$ cat config.mk
export PLATFORM = sky130hd
export DESIGN_NAME = i2c_target
export DESIGN_NICKNAME = d
export VERILOG_FILES = /design/src/rtl/i2c_target.sv
export SDC_FILE = /design/constraint.sdc
export NUM_CORES = 1
export LEC_CHECK = 0
export ABC_CLOCK_PERIOD_IN_PS = 2410
export BUFFER_PORTS_ARGS = -buffer_cell sky130_fd_sc_hd__buf_2
export CAP_MARGIN = 10
export CORE_MARGIN = 2
export CORE_UTILIZATION = 40
export DETAILED_ROUTE_END_ITERATION = 7
export PLACE_DENSITY = 0.56
export SETUP_SLACK_MARGIN = 0.2
export SLEW_MARGIN = 20
export SYNTH_ARGS = -nofsm -noshare
export SYNTH_HDL_FRONTEND = slang
export SYNTH_SLANG_ARGS = --single-unit
export TNS_END_PERCENT = 20
$ cat constraint.sdc
create_clock -name clk -period 2.41 [get_ports clk]
set_input_delay 0.482 -clock clk [delete_from_list [all_inputs] [get_ports clk]]
set_output_delay 0.482 -clock clk [all_outputs]
set_load 0.02 [all_outputs]
$ cat src/rtl/i2c_target.sv
module i2c_target #(
  parameter int DW = 8,
  parameter int AW = 3
) (
  input  logic          clk,
  input  logic          rst_n,
  input  logic          scl_i,
  input  logic          sda_i,
  output logic          scl_oe,
  output logic          sda_oe,
  input  logic [AW-1:0] reg_addr,
  input  logic          reg_we,
  input  logic          reg_re,
  input  logic [DW-1:0] reg_wdata,
  output logic [DW-1:0] reg_rdata,
  output logic          irq
);
  localparam int CW = $clog2(DW + 1);
  localparam logic [AW-1:0] A_OWN  = AW'(0);
  localparam logic [AW-1:0] A_RAW  = AW'(1);
  localparam logic [AW-1:0] A_MASK = AW'(2);
  localparam logic [AW-1:0] A_MSK  = AW'(3);
  localparam logic [AW-1:0] A_TX   = AW'(4);
  localparam logic [AW-1:0] A_RX   = AW'(5);
  localparam logic [AW-1:0] A_FLG  = AW'(6);

  typedef enum logic [2:0] {
    S_IDLE, S_ADDR, S_ACK, S_WR, S_WAIT_RX, S_RD, S_WAIT_TX, S_RACK
  } st_t;

  st_t           state;
  logic [1:0]    scl_sync, sda_sync;
  logic          scl_q, sda_q;
  logic [CW-1:0] bitcnt;
  logic [DW-1:0] shreg, rx_data, tx_data;
  logic [DW-2:0] own_addr;
  logic [1:0]    raw, mask;
  logic          dir, mack, busy, rx_full, tx_full;

  wire scl_s     = scl_sync[1];
  wire sda_s     = sda_sync[1];
  wire scl_rise  = scl_s & ~scl_q;
  wire scl_fall  = ~scl_s & scl_q;
  wire start_det = scl_s & scl_q & sda_q & ~sda_s;
  wire stop_det  = scl_s & scl_q & ~sda_q & sda_s;
  wire tx_wr     = reg_we && reg_addr == A_TX;
  wire rx_rd     = reg_re && reg_addr == A_RX;
  wire stat_wr   = reg_we && reg_addr == A_RAW;

  assign irq = |(raw & mask);

  always_ff @(posedge clk or negedge rst_n)
    if (!rst_n) begin
      scl_sync <= 2'b11;
      sda_sync <= 2'b11;
      scl_q    <= 1'b1;
      sda_q    <= 1'b1;
    end else begin
      scl_sync <= {scl_sync[0], scl_i};
      sda_sync <= {sda_sync[0], sda_i};
      scl_q    <= scl_s;
      sda_q    <= sda_s;
    end

  always_ff @(posedge clk or negedge rst_n)
    if (!rst_n) begin
      own_addr <= '0;
      mask     <= '0;
      raw      <= '0;
    end else begin
      if (reg_we && reg_addr == A_OWN)  own_addr <= reg_wdata[DW-2:0];
      if (reg_we && reg_addr == A_MASK) mask <= reg_wdata[1:0];
      raw[0] <= start_det | (raw[0] & ~(stat_wr & reg_wdata[0]));
      raw[1] <= stop_det  | (raw[1] & ~(stat_wr & reg_wdata[1]));
    end

  always_ff @(posedge clk or negedge rst_n)
    if (!rst_n) begin
      state   <= S_IDLE;
      bitcnt  <= '0;
      shreg   <= '0;
      dir     <= 1'b0;
      mack    <= 1'b0;
      sda_oe  <= 1'b0;
      scl_oe  <= 1'b0;
      busy    <= 1'b0;
      rx_data <= '0;
      rx_full <= 1'b0;
      tx_data <= '0;
      tx_full <= 1'b0;
    end else begin
      if (rx_rd) rx_full <= 1'b0;
      if (tx_wr) begin
        tx_data <= reg_wdata;
        tx_full <= 1'b1;
      end
      if (start_det)     busy <= 1'b1;
      else if (stop_det) busy <= 1'b0;

      if (start_det) begin
        state  <= S_ADDR;
        bitcnt <= '0;
        sda_oe <= 1'b0;
        scl_oe <= 1'b0;
      end else if (stop_det) begin
        state  <= S_IDLE;
        sda_oe <= 1'b0;
        scl_oe <= 1'b0;
      end else begin
        case (state)
          S_ADDR, S_WR: begin
            if (scl_rise && bitcnt < CW'(DW)) begin
              shreg  <= {shreg[DW-2:0], sda_s};
              bitcnt <= bitcnt + 1'b1;
            end else if (scl_fall && bitcnt == CW'(DW)) begin
              if (state == S_ADDR) begin
                if (shreg[DW-1:1] == own_addr) begin
                  dir    <= shreg[0];
                  sda_oe <= 1'b1;
                  state  <= S_ACK;
                end else begin
                  state <= S_IDLE;
                end
              end else if (!rx_full) begin
                rx_data <= shreg;
                rx_full <= 1'b1;
                sda_oe  <= 1'b1;
                state   <= S_ACK;
              end else begin
                scl_oe <= 1'b1;
                state  <= S_WAIT_RX;
              end
            end
          end
          S_WAIT_RX: begin
            if (!rx_full) begin
              rx_data <= shreg;
              rx_full <= 1'b1;
              sda_oe  <= 1'b1;
              scl_oe  <= 1'b0;
              state   <= S_ACK;
            end
          end
          S_ACK: begin
            if (scl_fall) begin
              sda_oe <= 1'b0;
              bitcnt <= '0;
              if (!dir) begin
                state <= S_WR;
              end else if (tx_full) begin
                shreg   <= tx_data;
                tx_full <= tx_wr;
                sda_oe  <= ~tx_data[DW-1];
                state   <= S_RD;
              end else begin
                scl_oe <= 1'b1;
                state  <= S_WAIT_TX;
              end
            end
          end
          S_WAIT_TX: begin
            if (tx_full) begin
              shreg   <= tx_data;
              tx_full <= tx_wr;
              sda_oe  <= ~tx_data[DW-1];
              scl_oe  <= 1'b0;
              bitcnt  <= '0;
              state   <= S_RD;
            end
          end
          S_RD: begin
            if (scl_fall) begin
              if (bitcnt == CW'(DW - 1)) begin
                sda_oe <= 1'b0;
                state  <= S_RACK;
              end else begin
                sda_oe <= ~shreg[DW-2];
                shreg  <= {shreg[DW-2:0], 1'b0};
                bitcnt <= bitcnt + 1'b1;
              end
            end
          end
          S_RACK: begin
            if (scl_rise) begin
              mack <= ~sda_s;
            end else if (scl_fall) begin
              bitcnt <= '0;
              if (!mack) begin
                state <= S_IDLE;
              end else if (tx_full) begin
                shreg   <= tx_data;
                tx_full <= tx_wr;
                sda_oe  <= ~tx_data[DW-1];
                state   <= S_RD;
              end else begin
                scl_oe <= 1'b1;
                state  <= S_WAIT_TX;
              end
            end
          end
          default: ;
        endcase
      end
    end

  always_comb
    case (reg_addr)
      A_OWN:   reg_rdata = {1'b0, own_addr};
      A_RAW:   reg_rdata = {{(DW-3){1'b0}}, busy, raw};
      A_MASK:  reg_rdata = {{(DW-2){1'b0}}, mask};
      A_MSK:   reg_rdata = {{(DW-2){1'b0}}, raw & mask};
      A_RX:    reg_rdata = rx_data;
      A_FLG:   reg_rdata = {{(DW-2){1'b0}}, tx_full, rx_full};
      default: reg_rdata = '0;
    endcase

  p_start_sets_r2: assert property (@(posedge clk) disable iff (!rst_n)
    start_det |=> busy && raw[0]);
  p_stop_clears_r2: assert property (@(posedge clk) disable iff (!rst_n)
    (stop_det && !start_det) |=> !busy && raw[1]);
  p_w1c_r3: assert property (@(posedge clk) disable iff (!rst_n)
    (stat_wr && reg_wdata[0] && !start_det) |=> !raw[0]);
  p_irq_masked_r4: assert property (@(posedge clk) disable iff (!rst_n)
    (mask == 2'b00) |-> !irq);
  p_ignore_quiet_r5: assert property (@(posedge clk) disable iff (!rst_n)
    (state == S_IDLE) |-> !sda_oe && !scl_oe);
  p_stretch_rx_r7: assert property (@(posedge clk) disable iff (!rst_n)
    (state == S_WAIT_RX) |-> scl_oe);
  p_stretch_tx_r8: assert property (@(posedge clk) disable iff (!rst_n)
    (state == S_WAIT_TX) |-> scl_oe);
  p_sda_low_phase_r8: assert property (@(posedge clk) disable iff (!rst_n)
    $rose(sda_oe) |-> !$past(scl_s));
  p_restart_r10: assert property (@(posedge clk) disable iff (!rst_n)
    (start_det && busy) |=> busy && state == S_ADDR);
endmodule

**Word-level counts from Yosys, hierarchy flattened**

Cells that the tools add are included.
Widths: inputs -> output; s select.

- Register bits: 55
- Bits of input ports: 17
- Output and inout port bits: 11
- Logic and storage cells: 212

- $add $sub $neg: 1
- Order comparisons: 1
- Eq/ne operators: 47
- Mux-type cells: 95
- Bitwise gates (word level): 25
- Reduce and logical (&&, ||, !) cells: 24

Operator list:

| kind | count |
|---|---|
| $mux 8 | 13 |
| $ne 4x4->1 const B | 13 |
| $mux 1 | 48 |
| $pmux 8 s6 | 1 |
| $mux 3 | 15 |
| $pmux 8 s5 | 1 |
| $mux 4 | 8 |
| $ne 2x2->1 const B | 12 |
| $eq 3x3->1 const B | 7 |
| $pmux 4 s5 | 1 |
| $pmux 3 s6 | 1 |
| $pmux 8 s2 | 1 |
| $ne 3x3->1 const B | 5 |
| $reduce_and 7->1 | 2 |
| $eq 3x2->1 const B | 4 |
| $reduce_and 12->1 | 1 |
| $and 1x1->1 | 11 |
| $not 1->1 | 11 |
| $reduce_and 11->1 | 1 |
| $reduce_and 10->1 | 1 |
| $reduce_and 9->1 | 1 |
| $reduce_bool 8->1 | 1 |
| $eq 7x7->1 | 1 |
| $logic_and 1x1->1 | 7 |
| 21 further kinds | 26 |

**Logic depth before layout (Yosys ltp)**

Gate-level depths: netlist of run 1.

- Depth after elaboration: 10
- Gate-level depth with buffers: 7
- Gate-level depth less buffers: 6

**Least setup slack after synthesis of run 1**

No wires, ideal clock.

- Path type: input to output
- From: input reg_addr[0]
- To: output reg_rdata[0]
- Data arrival time: 1.506 ns
- Data required time: 1.928 ns
- Path slack: 0.422 ns
- Stages on the path: 4
- Buffers on the path: 1
- Path through: clkbuf_1 -> nor2b_1 -> a22oi_1 -> a21oi_1

- Word-level cells in the longest chain between the ends: 2
- Elaborated cells on any way between the ends: 7
- Classes of those cells: 5 x eq/ne; 1 x mux; 1 x reduce/logical

RTL lines:

| what | line | RTL |
|---|---|---|
| start: declaration | 11 | `input logic [AW-1:0] reg_addr,` |
| $eq 3x3->1, or another cell as far along | 207 | `case (reg_addr)` |
| $pmux 8 s6 * | 207 |  |
| end: declaration | 15 | `output logic [DW-1:0] reg_rdata,` |

Mark *: on every way between the ends. The rest lies on a longest branch, timed or not.

**Final worst setup path of run 1**

- From: register state[1]
- To: register shreg[1]

- Word-level cells in the longest chain between the ends: 4
- Elaborated cells on any way between the ends: 18
- Classes of those cells: 14 x eq/ne; 1 x mux; 3 x reduce/logical

RTL lines:

| what | line | RTL |
|---|---|---|
| start: declaration | 31 | `st_t state;` |
| start signal: assignment | 79 | `state <= S_IDLE;` |
| start signal: assignment | 101 | `state <= S_ADDR;` |
| start signal: assignment | 106 | `state <= S_IDLE;` |
| $eq 3x1->1 or $eq 3x2->1 (tied branches) | 110 | `case (state)` |
| $reduce_or 2->1 | 110 |  |
| $reduce_bool 5->1 (no source line) or $ne 2x2->1 (tied branches) | n/a |  |
| $reduce_and 11->1 (no source line) | n/a |  |
| end signal: assignment | 113 | `shreg <= {shreg[DW-2:0], sda_s};` |
| end signal: assignment | 151 | `shreg <= tx_data;` |
| end signal: assignment | 163 | `shreg <= tx_data;` |
| end: declaration | 35 | `logic [DW-1:0] shreg, rx_data, tx_data;` |

Several ways; a longest one is shown, not always the timed one.
A chain may end at the register's enable or synchronous reset.

==> report_table.html, run 1 <==
<table>
<tr><th>Metric</th><th>Value</th></tr>
<tr><th colspan="2">Status</th></tr>
<tr><td>Result of the run</td><td>finished clean</td></tr>
<tr><th colspan="2">Detailed routing</th></tr>
<tr><td>Final routed wire length divided by cell count</td><td>16.9 um</td></tr>
<tr><td>Vias</td><td>2347</td></tr>
<tr><td>Routed vias/inst</td><td>5.50</td></tr>
<tr><td>Routed Antenna Nets</td><td>0</td></tr>
<tr><td>DRC Markers</td><td>0</td></tr>
<tr><td>Total wirelength of the detailed-routed design</td><td>7230 um</td></tr>
<tr><td>Starting DRT DRC Count</td><td>133</td></tr>
<tr><td>DR pass1 iterations</td><td>4</td></tr>
<tr><th colspan="2">Final layout</th></tr>
<tr><td>Post-route cell area</td><td>3510 um2</td></tr>
<tr><td>Antenna diode count</td><td>0</td></tr>
<tr><td>Growth of design area from synthesis to finish</td><td>14.9%</td></tr>
<tr><td>Cell Count, Final, Fillers Out</td><td>427</td></tr>
<tr><td>Number of nets in the final layout</td><td>346</td></tr>
<tr><td>Area taken by flip-flops and latches</td><td>1380 um2</td></tr>
<tr><td>Fraction of layout instances using a drive strength above 1</td><td>32.3%</td></tr>
<tr><td>Combined area of the multi-input logic cells</td><td>1570 um2</td></tr>
<tr><td>Filler instances</td><td>705</td></tr>
<tr><th colspan="2">Floorplanning</th></tr>
<tr><td>Number of placed I/O pins</td><td>28</td></tr>
<tr><td>Initial Util</td><td>41.6%</td></tr>
<tr><td>Die Y</td><td>91.3 um</td></tr>
<tr><td>Die area</td><td>8340 um2</td></tr>
<tr><td>Number of cell rows</td><td>31</td></tr>
<tr><td>Core area</td><td>7330 um2</td></tr>
<tr><td>Die X</td><td>91.3 um</td></tr>
<tr><th colspan="2">Synth</th></tr>
<tr><td>Mean instance size in the synthesized netlist</td><td>10.6 um2</td></tr>
<tr><td>Commonest cells in the netlist</td><td>49 x dfrtp_1, 38 x mux2_2, 19 x nand2_1</td></tr>
<tr><td>Synth top area cells</td><td>dfrtp_1 40%, mux2_2 14%, dfstp_2 5.2%</td></tr>
<tr><td>Number of warnings reported in the yosys synthesis log</td><td>0</td></tr>
<tr><td>Cell taking the most area after synthesis</td><td>dfrtp_1</td></tr>
<tr><td>Main synth FF type</td><td>dfrtp_1</td></tr>
<tr><td>Area share of the largest cell type after synthesis</td><td>40.2%</td></tr>
<tr><td>EDFF count, synth</td><td>0</td></tr>
<tr><td>Total standard cell area after synthesis</td><td>3050 um2</td></tr>
<tr><td>Syn Nets</td><td>307</td></tr>
<tr><td>Sequential share of the synthesized area</td><td>45.4%</td></tr>
<tr><td>Most common cell in the netlist</td><td>dfrtp_1</td></tr>
<tr><td>Cell count after synthesis</td><td>288</td></tr>
<tr><td>Distinct cells, synth</td><td>59</td></tr>
<tr><td>Fraction of registers with async set or reset after synthesis</td><td>100%</td></tr>
<tr><td>Yosys reg bits</td><td>55</td></tr>
<tr><th colspan="2">Timing</th></tr>
<tr><td>Number of endpoints failing setup at the final stage</td><td>0</td></tr>
<tr><td>Highest achievable clock rate</td><td>0.473 GHz</td></tr>
<tr><td>Tightest hold margin</td><td>0.150 ns</td></tr>
<tr><td>Unrepaired setup endpoints after global routing</td><td>true</td></tr>
<tr><td>Period utilisation layout</td><td>87.6%</td></tr>
<tr><td>Setup ws final</td><td>0.298 ns</td></tr>
<tr><td>Shortest period the worst path allows</td><td>2.11 ns</td></tr>
<tr><td>Max Transition Viols Final</td><td>0</td></tr>
<tr><td>Slew at the pin closest to its max-slew limit</td><td>0.574 ns</td></tr>
<tr><td>Relative slew slack</td><td>61.7%</td></tr>
<tr><td>Number of hold violations in the final report</td><td>0</td></tr>
<tr><td>Maximum clock skew at final layout</td><td>0.00865 ns</td></tr>
<tr><td>Post-route setup TNS</td><td>0 ns</td></tr>
<tr><th colspan="2">Critical path</th></tr>
<tr><td>Register-to-register setup slack</td><td>0.30 ns</td></tr>
<tr><td>Critical path data arrival time</td><td>2.31 ns</td></tr>
<tr><td>Stage delay of the slowest cell on the critical path</td><td>0.72 ns</td></tr>
<tr><td>Ordered list of cells on the worst path</td><td>inv_1 &gt; o41a_2 &gt; o311ai_4 &gt; nor4b_4 &gt; buf_4 &gt; mux2_2</td></tr>
<tr><td>Worst EP required</td><td>2.61 ns</td></tr>
<tr><td>R2R Path End</td><td>shreg[1]</td></tr>
<tr><td>Number of cells on the worst reg-to-reg path</td><td>6</td></tr>
<tr><td>Startpoint of the lowest-slack register-to-register path</td><td>state[1]</td></tr>
<tr><td>Largest fanout of any net on the critical path</td><td>19</td></tr>
<tr><td>Critical path capture point type</td><td>flop</td></tr>
<tr><td>Classification of the worst setup path</td><td>reg -&gt; reg</td></tr>
<tr><td>Slowest stage cell on the critical path</td><td>dfrtp_1</td></tr>
<tr><td>Startpoint class of the critical path</td><td>flop</td></tr>
<tr><td>Setup crit start</td><td>state[1]</td></tr>
<tr><th colspan="2">Placement</th></tr>
<tr><td>HPWL after detailed placement</td><td>5290 um</td></tr>
<tr><td>Placed cell areas</td><td>3390 um2</td></tr>
<tr><td>Final estimated routing congestion in global placement</td><td>0.864</td></tr>
<tr><td>Worst slack after detailed placement</td><td>0.237 ns</td></tr>
<tr><td>Quantity of I/O buffers inserted on ports</td><td>27</td></tr>
<tr><td>Placed Instances</td><td>418</td></tr>
<tr><th colspan="2">Clocking</th></tr>
<tr><td>Clock latency on the worst-skew pair</td><td>0.31 ns</td></tr>
<tr><td>Depth of the CTS H-tree</td><td>2</td></tr>
<tr><td>Inserted Clock Buffers</td><td>5</td></tr>
<tr><td>Clock-pin slew reported for the worst setup and hold paths after clock tree synthesis</td><td>0.10 ns</td></tr>
<tr><td>Number of sinks handled by clock tree synthesis</td><td>55</td></tr>
<tr><td>Clock tree from TritonCTS</td><td>built</td></tr>
<tr><td>Largest buffer count on any clock path</td><td>2</td></tr>
<tr><td>Hold_buf cts</td><td>0</td></tr>
<tr><td>Clock root cell</td><td>clkbuf_8</td></tr>
<tr><th colspan="2">GRT</th></tr>
<tr><td>Pin count of the biggest net entering global routing</td><td>35</td></tr>
<tr><td>GRT overflow</td><td>0</td></tr>
<tr><td>Initial antenna violation count</td><td>0</td></tr>
<tr><td>Overall Global Routing Usage</td><td>18.7%</td></tr>
<tr><td>Vias in the first global route</td><td>2364</td></tr>
<tr><td>Global-route wire length before repair</td><td>12300 um</td></tr>
<tr><th colspan="2">Pwr</th></tr>
<tr><td>Reported leakage power</td><td>1.56 nW</td></tr>
<tr><td>IR Drop Worst-Case VDD</td><td>0.000463 V</td></tr>
<tr><td>PD cells</td><td>1170 nW/um2</td></tr>
<tr><th colspan="2">Hold path</th></tr>
<tr><td>Kind of path behind the tightest hold check</td><td>in -&gt; async</td></tr>
<tr><th colspan="2">Flow run</th></tr>
<tr><td>Max-cap violation count</td><td>0</td></tr>
</table>
## kinds of logic after synthesis
family          count (synthesis)  share of synthesized area (%)
mux                            43                           15.7
simple gates                   95                           18.5
buf+inv                        26                           3.32
xor+xnor                        9                           2.58
fa+ha+maj                       2                          0.820
flops                          55                           45.4
compound gates                 58                           13.7
## layout by cell type, fill, tap and decap left out, types with 2 or more instances in the layout
cell type / netlist / final
dfrtp_1: 49 / 49
mux2_2: 38 / 38
buf_2: 3 / 27
nand2_1: 19 / 19
nor2_1: 15 / 15
buf_4: 0 / 15
inv_1: 14 / 14
a21oi_1: 12 / 12
o21ai_0: 11 / 11
nand2b_1: 8 / 8
xor2_1: 8 / 8
a22oi_1: 7 / 7
nor2b_1: 6 / 6
nor3_1: 6 / 6
dfstp_2: 6 / 6
and3_1: 5 / 5
nand3_1: 5 / 5
clkbuf_8: 0 / 5
mux2i_1: 4 / 4
nand4b_1: 4 / 4
nand4_1: 4 / 4
o211ai_1: 4 / 4
nor4_1: 4 / 4
and3b_1: 3 / 3
and2_1: 2 / 2
a221oi_1: 2 / 2
o22ai_1: 2 / 2
o31a_1: 2 / 2
a21o_1: 2 / 2
o21a_1: 2 / 2
nor3b_1: 2 / 2
or3_1: 2 / 2
ha_1: 2 / 2
buf_12: 0 / 2
## worst max-delay path, delay by kind of cell, from the launching register on
family | cells | cell delay [ns]
and+or+nand+nor | 1 | 0.09
muxes | 1 | 0.27
DFF | 1 | 0.72
AOI/OAI and AO/OA | 2 | 0.63
buffers and inverters | 2 | 0.27
## worst max path at each step
| stage | slack, ns | depth (start not counted) | to |
|---|---|---|---|
| final | 0.30 | 6 | shreg[1] |
| after global routing | 0.19 | 6 | shreg[2] |
| after CTS | 0.22 | 5 | rx_data[3] |
| after detailed placement | 0.24 | 5 | rx_data[3] |
| after global placement | 0.30 | 5 | rx_data[4] |
| after floorplan | 0.42 | 4 | reg_rdata[0] |
## routing by layer
layer | vias to the layer above | global-route usage [%] | wire, um
met2 | 56 | 30.1 | 3480
met4 | 0 | 5.43 | 102
li1 | 1121 | - | -
met1 | 1160 | 25.9 | 3390
met5 | - | 0 | 0
met3 | 10 | 3.15 | 257
## power breakdown
part / internal (mW) / leakage [nW] / total [mW] / switching, mW
clock: 0.204 / 0.0412 / 0.513 / 0.308
sequential: 1.23 / 0.663 / 1.54 / 0.315
combinational: 1.02 / 0.857 / 2.03 / 1.01
total: 2.45 / 1.56 / 4.09 / 1.64
## sequential cells by signal (all words and copies together), names as in the netlist, 2 cells and up
name      flops
rx_data       8
shreg         8
tx_data       8
own_addr      7
bitcnt        4
state         3
mask          2
raw           2
scl_sync      2
sda_sync      2
## per-stage QoR
stage | total power, mW | util [%]
floorplan | 2.93 | -
global placement | 3.54 | 46.3
detailed placement | 3.55 | 46.3
CTS | 4.08 | 47.4
global route | 4.42 | 47.8
finish | 4.09 | 47.8
## area by class of cell
class / count / area share (%)
multi-input combinational: 207 / 44.9
sequential: 55 / 39.5
timing repair buffer: 44 / 8.21
tap: 99 / 3.53
clock buffer: 6 / 2.07
inverter: 14 / 1.50
clock inverter: 2 / 0.357
## repair_timing
action,4_1_cts,5_1_grt
setup endpoints to repair,0,14
buffers inserted,0,1
resized for setup,0,1
(Power assumes the default switching activity.)
==> run 2, diff against run 1 <==
Settings changed: CELL_PAD_IN_SITES_DETAIL_PLACEMENT set to 0, CELL_PAD_IN_SITES_GLOBAL_PLACEMENT set to 1, PLACE_DENSITY 0.56 to 0.68, TNS_END_PERCENT 20 to 30.
==> report_table.html, run 2 (synthesis results as in run 1) <==
<table>
<tr><th>Metric</th><th>Value</th></tr>
<tr><th colspan="2">Status</th></tr>
<tr><td>Result of the run</td><td>finished clean</td></tr>
<tr><th colspan="2">Timing</th></tr>
<tr><td>Period utilisation layout</td><td>87.4%</td></tr>
<tr><td>Shortest period the worst path allows</td><td>2.11 ns</td></tr>
<tr><td>Post-route setup TNS</td><td>0 ns</td></tr>
<tr><td>Unrepaired setup endpoints after global routing</td><td>true</td></tr>
<tr><td>Number of hold violations in the final report</td><td>0</td></tr>
<tr><td>Highest achievable clock rate</td><td>0.475 GHz</td></tr>
<tr><td>Max Transition Viols Final</td><td>0</td></tr>
<tr><td>Number of endpoints failing setup at the final stage</td><td>0</td></tr>
<tr><td>Maximum clock skew at final layout</td><td>0.00923 ns</td></tr>
<tr><td>Relative slew slack</td><td>52.4%</td></tr>
<tr><td>Slew at the pin closest to its max-slew limit</td><td>0.714 ns</td></tr>
<tr><th colspan="2">Floorplanning</th></tr>
<tr><td>Die area</td><td>8340 um2</td></tr>
<tr><td>Number of cell rows</td><td>31</td></tr>
<tr><td>Initial Util</td><td>41.6%</td></tr>
<tr><td>Die X</td><td>91.3 um</td></tr>
<tr><td>Core area</td><td>7330 um2</td></tr>
<tr><td>Die Y</td><td>91.3 um</td></tr>
<tr><td>Number of placed I/O pins</td><td>28</td></tr>
<tr><th colspan="2">Critical path</th></tr>
<tr><td>Ordered list of cells on the worst path</td><td>inv_1 &gt; o41a_2 &gt; o311ai_4 &gt; nor4b_4 &gt; buf_4 &gt; mux2_2</td></tr>
<tr><td>Startpoint of the lowest-slack register-to-register path</td><td>state[1]</td></tr>
<tr><td>Number of cells on the worst reg-to-reg path</td><td>6</td></tr>
<tr><td>Startpoint class of the critical path</td><td>flop</td></tr>
<tr><td>Slowest stage cell on the critical path</td><td>dfrtp_1</td></tr>
<tr><td>Classification of the worst setup path</td><td>reg -&gt; reg</td></tr>
<tr><td>Largest fanout of any net on the critical path</td><td>18</td></tr>
<tr><td>Critical path capture point type</td><td>flop</td></tr>
<tr><td>Worst EP required</td><td>2.61 ns</td></tr>
<tr><td>Critical path data arrival time</td><td>2.31 ns</td></tr>
<tr><td>Stage delay of the slowest cell on the critical path</td><td>0.72 ns</td></tr>
<tr><td>R2R Path End</td><td>shreg[1]</td></tr>
<tr><td>Register-to-register setup slack</td><td>0.30 ns</td></tr>
<tr><td>Setup crit start</td><td>state[1]</td></tr>
<tr><th colspan="2">Clocking</th></tr>
<tr><td>Hold_buf cts</td><td>0</td></tr>
<tr><td>Clock-pin slew reported for the worst setup and hold paths after clock tree synthesis</td><td>0.11 ns</td></tr>
<tr><td>Clock latency on the worst-skew pair</td><td>0.31 ns</td></tr>
<tr><td>Largest buffer count on any clock path</td><td>2</td></tr>
<tr><td>Inserted Clock Buffers</td><td>5</td></tr>
<tr><td>Clock root cell</td><td>clkbuf_8</td></tr>
<tr><td>Number of sinks handled by clock tree synthesis</td><td>55</td></tr>
<tr><td>Clock tree from TritonCTS</td><td>built</td></tr>
<tr><td>Depth of the CTS H-tree</td><td>2</td></tr>
<tr><th colspan="2">Final layout</th></tr>
<tr><td>Most common cell after layout, fill and taps aside</td><td>dfrtp_1</td></tr>
<tr><td>Antenna diode count</td><td>0</td></tr>
<tr><td>Most frequent cells in the layout</td><td>49 x dfrtp_1, 38 x mux2_2, 27 x buf_2</td></tr>
<tr><td>Growth of design area from synthesis to finish</td><td>15.1%</td></tr>
<tr><td>Largest registers in the final layout</td><td>rx_data x8, shreg x8, tx_data x8</td></tr>
<tr><td>Number of nets in the final layout</td><td>345</td></tr>
<tr><td>Fraction of layout instances using a drive strength above 1</td><td>32.1%</td></tr>
<tr><th colspan="2">Detailed routing</th></tr>
<tr><td>Vias</td><td>2331</td></tr>
<tr><td>Total wirelength of the detailed-routed design</td><td>7300 um</td></tr>
<tr><td>Metal2 WL</td><td>3530 um</td></tr>
<tr><td>Routed Antenna Nets</td><td>0</td></tr>
<tr><td>DR pass1 iterations</td><td>4</td></tr>
<tr><td>Starting DRT DRC Count</td><td>112</td></tr>
<tr><td>Final routed wire length divided by cell count</td><td>17.1 um</td></tr>
<tr><td>Met1 wire length</td><td>3430 um</td></tr>
<tr><td>Highest metal layer used by the detailed router</td><td>met4</td></tr>
<tr><td>Met3 WL post-DR</td><td>239 um</td></tr>
<tr><td>Routed vias/inst</td><td>5.47</td></tr>
<tr><td>DRC Markers</td><td>0</td></tr>
<tr><th colspan="2">Placement</th></tr>
<tr><td>Final estimated routing congestion in global placement</td><td>0.849</td></tr>
<tr><td>Quantity of I/O buffers inserted on ports</td><td>27</td></tr>
<tr><td>HPWL after detailed placement</td><td>5200 um</td></tr>
<tr><th colspan="2">Pwr</th></tr>
<tr><td>Reported leakage power</td><td>1.57 nW</td></tr>
<tr><td>Overall power after layout</td><td>4.20 mW</td></tr>
<tr><td>IR Drop Worst-Case VDD</td><td>0.000393 V</td></tr>
<tr><td>PD cells</td><td>1200 nW/um2</td></tr>
<tr><th colspan="2">GRT</th></tr>
<tr><td>Global-route wire length before repair</td><td>12300 um</td></tr>
<tr><td>Initial antenna violation count</td><td>0</td></tr>
<tr><td>Pin count of the biggest net entering global routing</td><td>56</td></tr>
<tr><td>Overall Global Routing Usage</td><td>18.4%</td></tr>
<tr><td>Vias in the first global route</td><td>2326</td></tr>
<tr><td>GRT overflow</td><td>0</td></tr>
<tr><th colspan="2">Hold path</th></tr>
<tr><td>Worst Hold Depth</td><td>1</td></tr>
<tr><td>Beginning of the worst hold path</td><td>scl_i</td></tr>
<tr><td>Kind of path behind the tightest hold check</td><td>in -&gt; reg</td></tr>
<tr><td>Worst Hold Endpoint</td><td>scl_sync[0]</td></tr>
<tr><th colspan="2">Flow run</th></tr>
<tr><td>Max-cap violation count</td><td>0</td></tr>
</table>
[run 2: layout make-up]
class,instances,area (um2)
clock buffer,5,68.8
tap,99,124
multi-input combinational,207,1570
timing repair buffer,43,268
fill,720,3820
sequential,55,1380
inverter,14,52.6
clock inverter,3,47.5
[run 2: stage by stage]
step	setup slack (ns)	hold slack, ns	area, um2	std cells	utilization, %
3_5_place_dp	0.267	0.348	3370	417	46.0
3_3_place_gp	0.303	0.347	3370	417	46.0
4_1_cts	0.252	0.249	3490	425	47.6
6_report	0.303	0.262	3510	426	47.9
2_1_floorplan	0.422	0.186	3050	288	-
5_1_grt	0.168	0.242	3510	426	47.9
[run 2: worst max path at each step]
stage               slack (ns)      endpoint  cells past startpoint
floorplan                 0.42  reg_rdata[0]                      4
finish                    0.30      shreg[1]                      6
CTS                       0.25    rx_data[5]                      5
global placement          0.30    rx_data[4]                      5
global route              0.17      shreg[1]                      5
detailed placement        0.27    rx_data[5]                      5
[run 2: worst max-delay path, delay by kind of cell (launching register included)]
kind | cells | cell delay [ns]
simple gates | 1 | 0.08
buf+inv | 2 | 0.28
flops | 1 | 0.72
compound gates | 2 | 0.63
mux | 1 | 0.27
[run 2: routing by layer]
layer,track usage (%),vias up
li1,-,1121
met3,2.90,10
met4,4.67,0
met5,0,-
met1,25.1,1151
met2,30.6,49
[run 2: what timing repair did]
action | CTS | global route
gates resized for setup | 0 | 0
setup buffers | 0 | 1
endpoints found under the setup margin | 0 | 16
[run 2: power breakdown]
| part | total (mW) | internal (mW) | switching [mW] |
|---|---|---|---|
| sequential | 1.55 | 1.23 | 0.322 |
| combinational | 2.00 | 0.999 | 1.00 |
| clock | 0.645 | 0.316 | 0.329 |
